File: src/rtl/bho_pkg.sv
`timescale 1ns/1ps
package bho_pkg;

    typedef enum logic [1:0] {
        HO_IDLE  = 2'd0,
        HO_WAIT  = 2'd1,
        HO_OWNED = 2'd2
    } ho_state_e;

    typedef struct packed {
        ho_state_e st;
        logic      grant;
        logic      drv_en;
    } ho_regs_t;

    localparam ho_regs_t HO_RESET = '{st: HO_IDLE, grant: 1'b0, drv_en: 1'b1};

endpackage

File: src/rtl/bho_sync.sv
`timescale 1ns/1ps
module bho_sync #(
    parameter int STAGES = 2
) (
    input  logic clk_i,
    input  logic por_n_i,
    input  logic d_i,
    output logic q_o
);
    logic [STAGES-1:0] sh_d, sh_q;

    generate
        if (STAGES == 1) begin : g_single
            assign sh_d = d_i;
        end else begin : g_chain
            always_comb sh_d = {sh_q[STAGES-2:0], d_i};


            sync_shift_chk: assert property (@(posedge clk_i) disable iff (!por_n_i)
                $rose(sh_q[STAGES-1]) |-> $past(sh_q[STAGES-2]));
        end
    endgenerate

    always_ff @(posedge clk_i or negedge por_n_i) begin
        if (!por_n_i) sh_q <= '0;
        else          sh_q <= sh_d;
    end

    assign q_o = sh_q[STAGES-1];
endmodule

File: src/rtl/bho_fsm.sv
`timescale 1ns/1ps
module bho_fsm
    import bho_pkg::*;
(
    input  logic clk_i,
    input  logic por_n_i,
    input  logic req_s_i,
    input  logic busy_i,
    input  logic done_i,
    input  logic core_rst_i,
    output logic grant_o,
    output logic drv_en_o
);
    ho_regs_t r_d, r_q;
    logic     free;

    always_comb begin
        free = ~(busy_i & ~core_rst_i) | done_i;
        r_d  = r_q;
        unique case (r_q.st)
            HO_IDLE: begin
                if (req_s_i) r_d.st = free ? HO_OWNED : HO_WAIT;
            end
            HO_WAIT: begin
                if (!req_s_i)  r_d.st = HO_IDLE;
                else if (free) r_d.st = HO_OWNED;
            end
            HO_OWNED: begin
                if (!req_s_i) r_d.st = HO_IDLE;
            end
            default: r_d.st = HO_IDLE;
        endcase
        r_d.grant  = (r_d.st == HO_OWNED);
        r_d.drv_en = (r_d.st != HO_OWNED);
    end

    always_ff @(posedge clk_i or negedge por_n_i) begin
        if (!por_n_i) r_q <= HO_RESET;
        else          r_q <= r_d;
    end

    assign grant_o  = r_q.grant;
    assign drv_en_o = r_q.drv_en;


    grant_after_free_chk: assert property (@(posedge clk_i) disable iff (!por_n_i)
        $rose(grant_o) |-> ($past(free) && $past(req_s_i)));


    drv_vs_grant_chk: assert property (@(posedge clk_i) disable iff (!por_n_i)
        drv_en_o != grant_o);


    release_next_chk: assert property (@(posedge clk_i) disable iff (!por_n_i)
        (grant_o && !req_s_i) |=> !grant_o);


    no_grant_unrequested_chk: assert property (@(posedge clk_i) disable iff (!por_n_i)
        (!grant_o && !req_s_i) |=> !grant_o);
endmodule

File: src/rtl/bho_halt.sv
`timescale 1ns/1ps
module bho_halt (
    input  logic grant_i,
    input  logic go_mode_i,
    input  logic need_ext_i,
    input  logic core_rst_i,
    output logic halt_o,
    output logic hung_o
);
    always_comb begin
        halt_o = grant_i & (~go_mode_i | need_ext_i);
        hung_o = halt_o & ~core_rst_i;
    end
endmodule

File: src/rtl/bus_handoff_ctrl.sv
`timescale 1ns/1ps
module bus_handoff_ctrl #(
    parameter int SYNC_STAGES = 2
) (
    input  logic clk_i,
    input  logic por_n_i,
    input  logic core_rst_i,
    input  logic bus_req_i,
    input  logic go_mode_i,
    input  logic ext_busy_i,
    input  logic acc_done_i,
    input  logic need_ext_i,
    output logic bus_grant_o,
    output logic drv_en_o,
    output logic core_halt_o,
    output logic grant_hung_o
);
    logic req_s;

    bho_sync #(.STAGES(SYNC_STAGES)) u_sync (
        .clk_i   (clk_i),
        .por_n_i (por_n_i),
        .d_i     (bus_req_i),
        .q_o     (req_s)
    );

    bho_fsm u_fsm (
        .clk_i      (clk_i),
        .por_n_i    (por_n_i),
        .req_s_i    (req_s),
        .busy_i     (ext_busy_i),
        .done_i     (acc_done_i),
        .core_rst_i (core_rst_i),
        .grant_o    (bus_grant_o),
        .drv_en_o   (drv_en_o)
    );

    bho_halt u_halt (
        .grant_i    (bus_grant_o),
        .go_mode_i  (go_mode_i),
        .need_ext_i (need_ext_i),
        .core_rst_i (core_rst_i),
        .halt_o     (core_halt_o),
        .hung_o     (grant_hung_o)
    );


    halt_when_owned_chk: assert property (@(posedge clk_i) disable iff (!por_n_i)
        (bus_grant_o && !go_mode_i) |-> core_halt_o);


    no_halt_unowned_chk: assert property (@(posedge clk_i) disable iff (!por_n_i)
        !bus_grant_o |-> !core_halt_o);


    hung_needs_halt_chk: assert property (@(posedge clk_i) disable iff (!por_n_i)
        grant_hung_o |-> (core_halt_o && !core_rst_i));
endmodule

File: config.mk
export PLATFORM = sky130hd
export DESIGN_NAME = bus_handoff_ctrl
export DESIGN_NICKNAME = d
export VERILOG_FILES = /design/src/rtl/bho_pkg.sv /design/src/rtl/bho_sync.sv /design/src/rtl/bho_fsm.sv /design/src/rtl/bho_halt.sv /design/src/rtl/bus_handoff_ctrl.sv
export SDC_FILE = /design/constraint.sdc
export NUM_CORES = 1
export LEC_CHECK = 0
export ABC_AREA = 1
export CORE_AREA = 5 5 42 44
export DETAILED_ROUTE_END_ITERATION = 8
export DIE_AREA = 0 0 47 49
export GPL_TIMING_DRIVEN = 0
export SYNTH_ARGS = -nofsm -noshare
export SYNTH_HDL_FRONTEND = slang
export SYNTH_HIERARCHICAL = 1
export SYNTH_SLANG_ARGS = --single-unit
File: constraint.sdc
create_clock -name clk_i -period 0.9 [get_ports clk_i]
set_clock_uncertainty 0.15 [all_clocks]
set_input_delay 0.135 -clock clk_i [delete_from_list [all_inputs] [get_ports clk_i]]
set_output_delay 0.135 -clock clk_i [all_outputs]
set_load 0.05 [all_outputs]
# Word level (Yosys, flattened, before mapping)
# Cells that the tools add are included.
[word_totals]
latch_bits = 0
romBits = 0
ramBits = 0
input_bits = 8
out_inout_bits = 4
ff_bits = 6
mem_count = 0
[op_classes]
n_div = 0
n_bitwise = 8
addsub = 0
reduce_logical = 1
n_eq_ne = 4
magnitude_cmp = 0
n_shift = 0
n_mul = 0
n_mux = 6
[op_table]
columns = ["op", "n"]
rows = [
  ["2-to-1 mux 2 bit", 5],
  ["one-hot mux 2 bit (3 select lines)", 1],
  ["== test 2 bit, second input constant", 2],
  ["bitwise AND 1 bit", 3],
  ["NOT 1 bit", 3],
  ["== test 2 x 1 -> 1 bit, second input constant", 1],
  ["zero test 2 bit", 1],
  ["inequality test 2 bit, second input constant", 1],
  ["bitwise OR 1 bit", 2],
]

# Longest topological paths before layout
# Gate-level depths: netlist (run 1).
[depth]
depth_word = 8
depth_mapped = 4
ltp_nobuf = 4

# Modules after synthesis
# The synthesis (run 1) kept the hierarchy.
[by_module_without_submodules]
columns = ["mod", "area_each_um2", "cells_each", "instances"]
rows = [
  ["bho_fsm", 162.7, 15, 1],
  ["bho_sync", 50.0, 2, 1],
  ["bho_halt", 26.3, 5, 1],
]

# Least setup slack after synthesis (run 1)
# No wires, ideal clock.
[synth_path]
path_type = "register to output"
startpoint = "reg u_fsm.r_q, in the netlist u_fsm/grant_o"
endpoint = "out grant_hung_o"
slack_ps = -544
arrival_time_ps = 1159
path_stages_with_launch = 3
required_ps = 615
path_cell_list = "dfrtp_1 > nand2_2 > nor2_2"
[synth_between]
elab_chain_len = 2
[synth_rtl]
columns = ["element", "line_no", "source"]
rows = [
  ["start: declaration", "bho_fsm.sv:14", "ho_regs_t r_d, r_q;"],
  ["start signal: assignment", "bho_fsm.sv:39", "else r_q <= r_d;"],
  ["bitwise AND 1 bit", "bho_halt.sv:11", "halt_o = grant_i & (~go_mode_i | need_ext_i);"],
  ["bitwise AND 1 bit", "bho_halt.sv:12", "hung_o = halt_o & ~core_rst_i;"],
  ["end: declaration", "bus_handoff_ctrl.sv:16", "output logic grant_hung_o"],
]
# No other way between the ends.

# Worst setup path after layout (run 1)
[layout_path]
startpoint = "reg u_fsm.r_q, in the netlist u_fsm/grant_o"
endpoint = "out core_halt_o"
[layout_between]
elab_chain_len = 1
[layout_rtl]
columns = ["element", "line_no", "source"]
rows = [
  ["bitwise AND 1 bit", "bho_halt.sv:11", ""],
  ["end: declaration", "bus_handoff_ctrl.sv:15", "output logic core_halt_o,"],
]
# No other way between the ends.

==> results.sh, run 1 <==
export IMPL_final_nets=47
export IMPL_area_growth_synth_to_final_pct=83.25
export IMPL_wl_per_cell_um=8.907
export IMPL_wirelength_um=481
export IMPL_cts_htree_levels=1
export IMPL_synth_edf_count=0
export IMPL_p_per_area_nw_per_um2=1630
export IMPL_violations="negative hold slack, negative setup slack"
export IMPL_grtUsageTotal_pct=4.961
export IMPL_synth_most_common_cell="dfrtp_1"
export IMPL_synthFlopType="dfrtp_1"
export IMPL_ys_warn_count=6
export IMPL_grt_pass1_wl_um=807
export IMPL_layout_setup_ws_ps=-352.4
export IMPL_clk_pin_slew_worst_paths_ps=40
export IMPL_ys_ff_latch=6
export IMPL_antenna_found_initial=0
export IMPL_finalCritPeriodShare_pct=139.2
export IMPL_fmax_mhz=798.5
export IMPL_die_h_um=49
export IMPL_required_ps=610
export IMPL_netlist_top_cells_area="dfrtp_1 52%, dfstp_2 11%, nand2_2 10%"
export IMPL_synthArstFlopShare_pct=100.0
export IMPL_die_area_sq_um=2303
export IMPL_rsz0062_at_grt="yes"
export IMPL_numClockSinks=6
export IMPL_endpoint_kind="primary output"
export IMPL_critical_path_cell_count=3
export IMPL_netlist_top_cells_count="5 x dfrtp_1, 4 x inv_1, 4 x nand2_2, 3 x nor2_2"
export IMPL_gp_congestion=0.7106
export IMPL_critical_path_class="register to primary output"
export IMPL_crit_path_max_fanout=2
export IMPL_io_buffers=11
export IMPL_cts_tree="done"
export IMPL_synth_seq_area_share_pct=63.35
export IMPL_peakVddDrop_uv=761.1
export IMPL_slowest_stage="dfrtp_2"
export IMPL_vias_per_cell=3.630
export IMPL_fp_dieW_um=47
export IMPL_ios=12
export IMPL_num_rows=14
export IMPL_crit_chain="nand2_4, clkinvlp_4, buf_8"
export IMPL_yosysTopAreaCell="dfrtp_1"
export IMPL_n_antenna_cell=0
export IMPL_finalSetupViolCount=8
export IMPL_clock_path_buffers=2
export IMPL_grt_max_degree=7
export IMPL_clock_tree_root_cell="clkbuf_4"
export IMPL_vias=196
export IMPL_timing_slew_headroom_pct=81.48
export IMPL_syn_nets=30
export IMPL_synth_area_sq_um=239.0
export IMPL_fin_crit_ps=1252
export IMPL_firstDrtPassIters=3
export IMPL_grt_pass1_vias=192
export IMPL_cts_inserted_buffers=3
export IMPL_whs_ps=-9.794
export IMPL_dr_first_iter_drc_count=5
export IMPL_cap_viol_max_count=0
export IMPL_crit_family="flip-flops"
export IMPL_overflow=0
export IMPL_drc=0
export IMPL_syn_area_per_cell_sq_um=10.86
export IMPL_cellLeakagePower_uw=0.0001951
export IMPL_layout_drive_gt1_share_pct=57.89
export IMPL_worstRegToRegCells=3
export IMPL_fp_coreArea_sq_um=1401
export IMPL_holdCritPathClass="input port to async pin"
export IMPL_synth_top_cell_area_share_pct=52.36
export IMPL_finalPower_uw=713.7
export IMPL_synthCells=22
export IMPL_timing_final_hold_violations=5
export IMPL_worst_pin_slew_ps=277.0
export IMPL_start_util_pct=17.05
export IMPL_cp_slowest_stage_delay_ps=410
export IMPL_status="finished with violations"
export IMPL_ant_nets=0
export IMPL_insertion_delay_ps=240
export IMPL_stdcell_area_sq_um=437.9
export IMPL_cp_start_kind="register"
export IMPL_report_final_slew_viol_count=0
export IMPL_place_area_sq_um=384.1
export IMPL_ys_types=8
export IMPL_worstPathArrival_ps=970
export IMPL_worst_path_buf_inv=2
==> stage by stage <==
step	utilization, %	worst slack [ps]	hold WS (ps)	std cells	setup TNS, ps
2_1_floorplan	-	-302.1	-310.6	22	-604.7
3_3_place_gp	27.41	-1029	183.9	49	-4224
3_5_place_dp	27.41	-1041	189.7	49	-4350
4_1_cts	30.45	-367.2	-11.12	54	-1342
5_1_grt	31.25	-395.1	-5.844	54	-1731
6_report	31.25	-352.4	-9.794	54	-1421
==> path summary, 6_finish.rpt <==
check,to,start,slack (ps)
max in group asynchronous,u_fsm/drv_en_o$_DFF_PN1_,por_n_i,340
worst min register to register,u_sync/sh_q[1]$_DFF_PN0_,u_sync/sh_q[0]$_DFF_PN0_,200
worst min-delay path,u_sync/sh_q[0]$_DFF_PN0_,por_n_i,-10
min in group clk_i,u_sync/sh_q[0]$_DFF_PN0_,bus_req_i,190
worst max-delay path,core_halt_o,u_fsm/grant_o$_DFF_PN0_,-350
worst max register to register,u_fsm/r_q[2]$_DFF_PN0_,u_fsm/r_q[3]$_DFF_PN0_,-80
==> cells in the final DEF, fill, tap and decap left out <==
cell type and count:
clkdlybuf4s50_1 4, inv_1 2, clkbuf_4 3, dfrtp_2 1, nand2_4 1, a21oi_2 2, dlygate4sd2_1 3, nand2_1 2
buf_8 3, clkbuf_1 1, nand2_2 3, dfstp_2 1, buf_4 1, dfrtp_1 4, nor2_4 2, buf_6 1
nor2_2 2, inv_2 1, clkinvlp_4 1
==> power by group <==
group | switching (uW) | total [uW] | leakage [uW] | internal (uW)
Combinational | 88.6 | 159 | 0.000110 | 70.8
Clock | 90.4 | 258 | 0.0000150 | 168
Sequential | 8.52 | 296 | 0.0000704 | 288
==> sequential cells by signal (all words and copies together), names as in the netlist <==
register	count
u_fsm/r_q	2
u_sync/sh_q	2
u_fsm/grant_o	1
u_fsm/drv_en_o	1
==> cell type report <==
class / count / area [sq um]
sequential: 6 / 152.6
tap: 16 / 20.02
clock buffer: 4 / 26.28
timing repair buffer: 12 / 130.1
fill: 160 / 963.4
inverter: 4 / 18.77
multi-input combinational: 12 / 90.09
==> logic make-up (layout without fill, tap and decap cells) <==
logic type | Yosys count | count (layout) | synth area share, %
flops | 6 | 6 | 63.35
compound gates | 2 | 2 | 4.189
simple gates | 10 | 10 | 26.18
buf+inv | 4 | 20 | 6.281
==> timing repair <==
item,in CTS,in global routing
hold endpoints to repair,5,5
cloned,0,0
setup buffers,1,0
pin swaps,3,1
endpoints found under the setup margin,8,8
resized for setup,33,4
==> routing by layer <==
layer	global-route usage, %	up-vias	part of all wire [%]	wire length, um
met5	0	-	0	0
met4	2.765	0	0	0
met1	6.054	92	37	177
met2	6.561	8	47	226
li1	-	96	-	-
met3	2.952	0	16	77
Power figures use the tool's default switching activity.
==> run 2, diff against run 1 <==
SETUP_SLACK_MARGIN = 0.1   (was default)
==> run 2 against run 1 <==
  * The run still ends with negative hold slack, negative setup slack left
  * Non-clock buffer count did not move
  * Clock-buffer cell count did not move
  * Worst setup slack got worse by 11 ps
  * Highest routed layer unchanged
  * Sequential power barely moved
  * Critical path depth unchanged
  * Total power is 2.0% higher
  * Global-route usage shrank 0.071 points
  * Critical endpoint unchanged
  * Die area stayed put
==> results.sh, run 2 (synthesized netlist as in run 1, its figures left out) <==
export IMPL_status="finished with violations"
export IMPL_violations="negative hold slack, negative setup slack"
export IMPL_dpl_hpwl_um=373.1
export IMPL_cp_start_kind="register"
export IMPL_whs_ps=-23.38
export IMPL_num_rows=14
export IMPL_dr_wl_met3_um=98
export IMPL_required_ps=610
export IMPL_worstPathArrival_ps=980
export IMPL_nFillCells=162
export IMPL_dp_cells=49
export IMPL_dr_first_iter_drc_count=3
export IMPL_post_place_ws_ps=-1039
export IMPL_drt_met1_wl_um=196
export IMPL_final_nets=47
export IMPL_timing_final_hold_violations=5
export IMPL_grt_max_degree=7
export IMPL_fp_dieW_um=47
export IMPL_holdCritPathClass="input port to async pin"
export IMPL_worst_pin_slew_ps=264.8
export IMPL_gp_congestion=0.6651
export IMPL_report_final_slew_viol_count=0
export IMPL_die_area_sq_um=2303
export IMPL_multi_input_area_sq_um=91.34
export IMPL_fmax_mhz=791.7
export IMPL_die_h_um=49
export IMPL_fin_crit_ps=1263
export IMPL_cts_htree_levels=1
export IMPL_rsz0062_at_grt="yes"
export IMPL_stdcell_count=54
export IMPL_clock_power_share_pct=37.3
export IMPL_p_seq_share_pct=40.9
export IMPL_critical_path_class="register to primary output"
export IMPL_wirelength_um=496
export IMPL_setup_worst_path_start="u_fsm/grant_o$_DFF_PN0_"
export IMPL_ios=12
export IMPL_wl_met2_um=202
export IMPL_cts_tree="done"
export IMPL_numClockSinks=6
export IMPL_vias=192
export IMPL_grt_pass1_wl_um=752
export IMPL_timing_slew_headroom_pct=82.29
export IMPL_rrSetupSlack_ps=-10
export IMPL_overflow=0
export IMPL_pwr_share_comb_pct=21.8
export IMPL_drc=0
export IMPL_crit_path_max_fanout=2
export IMPL_layout_drive_gt1_share_pct=55.26
export IMPL_antenna_found_initial=0
export IMPL_io_buffers=11
export IMPL_ant_nets=0
export IMPL_insertion_delay_ps=240
export IMPL_finalSetupViolCount=5
export IMPL_regToRegStartpoint="u_fsm/r_q[3]$_DFF_PN0_"
export IMPL_vias_per_cell=3.556
export IMPL_finalCritPeriodShare_pct=140.3
export IMPL_start_util_pct=17.05
export IMPL_biggestRegsByFlops="u_fsm/r_q x2, u_sync/sh_q x2"
export IMPL_fp_coreArea_sq_um=1401
export IMPL_cts_inserted_buffers=3
export IMPL_final_seq_area_sq_um=152.6
export IMPL_wl_per_cell_um=9.185
export IMPL_cellLeakagePower_uw=0.0001959
export IMPL_internal_power_uw=527.2
export IMPL_clock_path_buffers=2
export IMPL_clock_tree_root_cell="clkbuf_4"
export IMPL_endpoint_kind="primary output"
export IMPL_firstDrtPassIters=4
export IMPL_switching_share_pct=27.57
export IMPL_final_cell_mix="4 x clkdlybuf4s50_1, 4 x dfrtp_1"
export IMPL_cap_viol_max_count=0
export IMPL_area_growth_synth_to_final_pct=83.77
export IMPL_top_layer_used="met3"
export IMPL_grt_pass1_vias=190
export IMPL_peakVddDrop_uv=814.2
export IMPL_grtUsageTotal_pct=4.890
export IMPL_clk_pin_slew_worst_paths_ps=50
export IMPL_switching_power_uw=200.6
export IMPL_layout_setup_ws_ps=-363.1
export IMPL_n_antenna_cell=0
export IMPL_p_per_area_nw_per_um2=1657
==> run 2: cell counts in the layout (fill, tap and decap cells not counted) <==
Identical to the previous run, type by type.
==> run 2: final timing paths <==
| kind | end | cells past startpoint |
|---|---|---|
| worst max-delay path | core_halt_o | 3 |
| worst min-delay path | u_sync/sh_q[0]$_DFF_PN0_ | 1 |
| min in group clk_i | u_sync/sh_q[0]$_DFF_PN0_ | 1 |
| worst min register to register | u_sync/sh_q[1]$_DFF_PN0_ | 0 |
| max in group asynchronous | u_fsm/drv_en_o$_DFF_PN1_ | 1 |
| worst max register to register | u_fsm/grant_o$_DFF_PN0_ | 3 |
==> run 2: power groups by stage <==
stage	clock (uW)	combinational [uW]	sequential [uW]
5_1_grt	313	168	299
4_1_cts	285	145	296
3_3_place_gp	0	143	299
6_report	272	159	297
3_5_place_dp	0	143	299
2_1_floorplan	0	56.4	321
==> run 2: timing repair <==
item	in CTS	in global routing
setup endpoints to repair	8	8
pin swaps	3	2
setup buffers	0	1
endpoints found under the hold margin	5	5
gates resized for setup	31	7
==> run 2: layout make-up <==
class | count | share of cell area, %
Clock buffer | 4 | 5.983
Multi-Input combinational cell | 12 | 20.80
Tap cell | 16 | 4.558
Timing Repair Buffer | 12 | 29.63
Sequential cell | 6 | 34.76
Inverter | 4 | 4.274
==> run 2: stage by stage <==
step	setup TNS (ps)	utilization, %	hold slack (ps)	cell area (sq um)	total power (uW)
after floorplan	-604.7	-	-310.6	254.0	377.1
after global placement	-4236	27.41	183.0	384.1	441.4
after detailed placement	-4299	27.41	190.3	384.1	442.7
after CTS	-1278	29.46	-19.96	412.9	726.2
after global routing	-1633	31.34	-19.37	439.2	780.0
final	-1328	31.34	-23.38	439.2	727.8
==> run 2: worst max-delay path: stages, from the launching register on <==
cell and delay, ps:
dfrtp_2 420, nand2_4 90, clkinvlp_4 80, buf_8 150
==> run 2: layer usage <==
layer / vias to the layer above / global-route usage (%)
met2: 13 / 5.656
met4: 0 / 1.382
met5: - / 0
met1: 84 / 5.605
li1: 95 / -
met3: 0 / 5.904
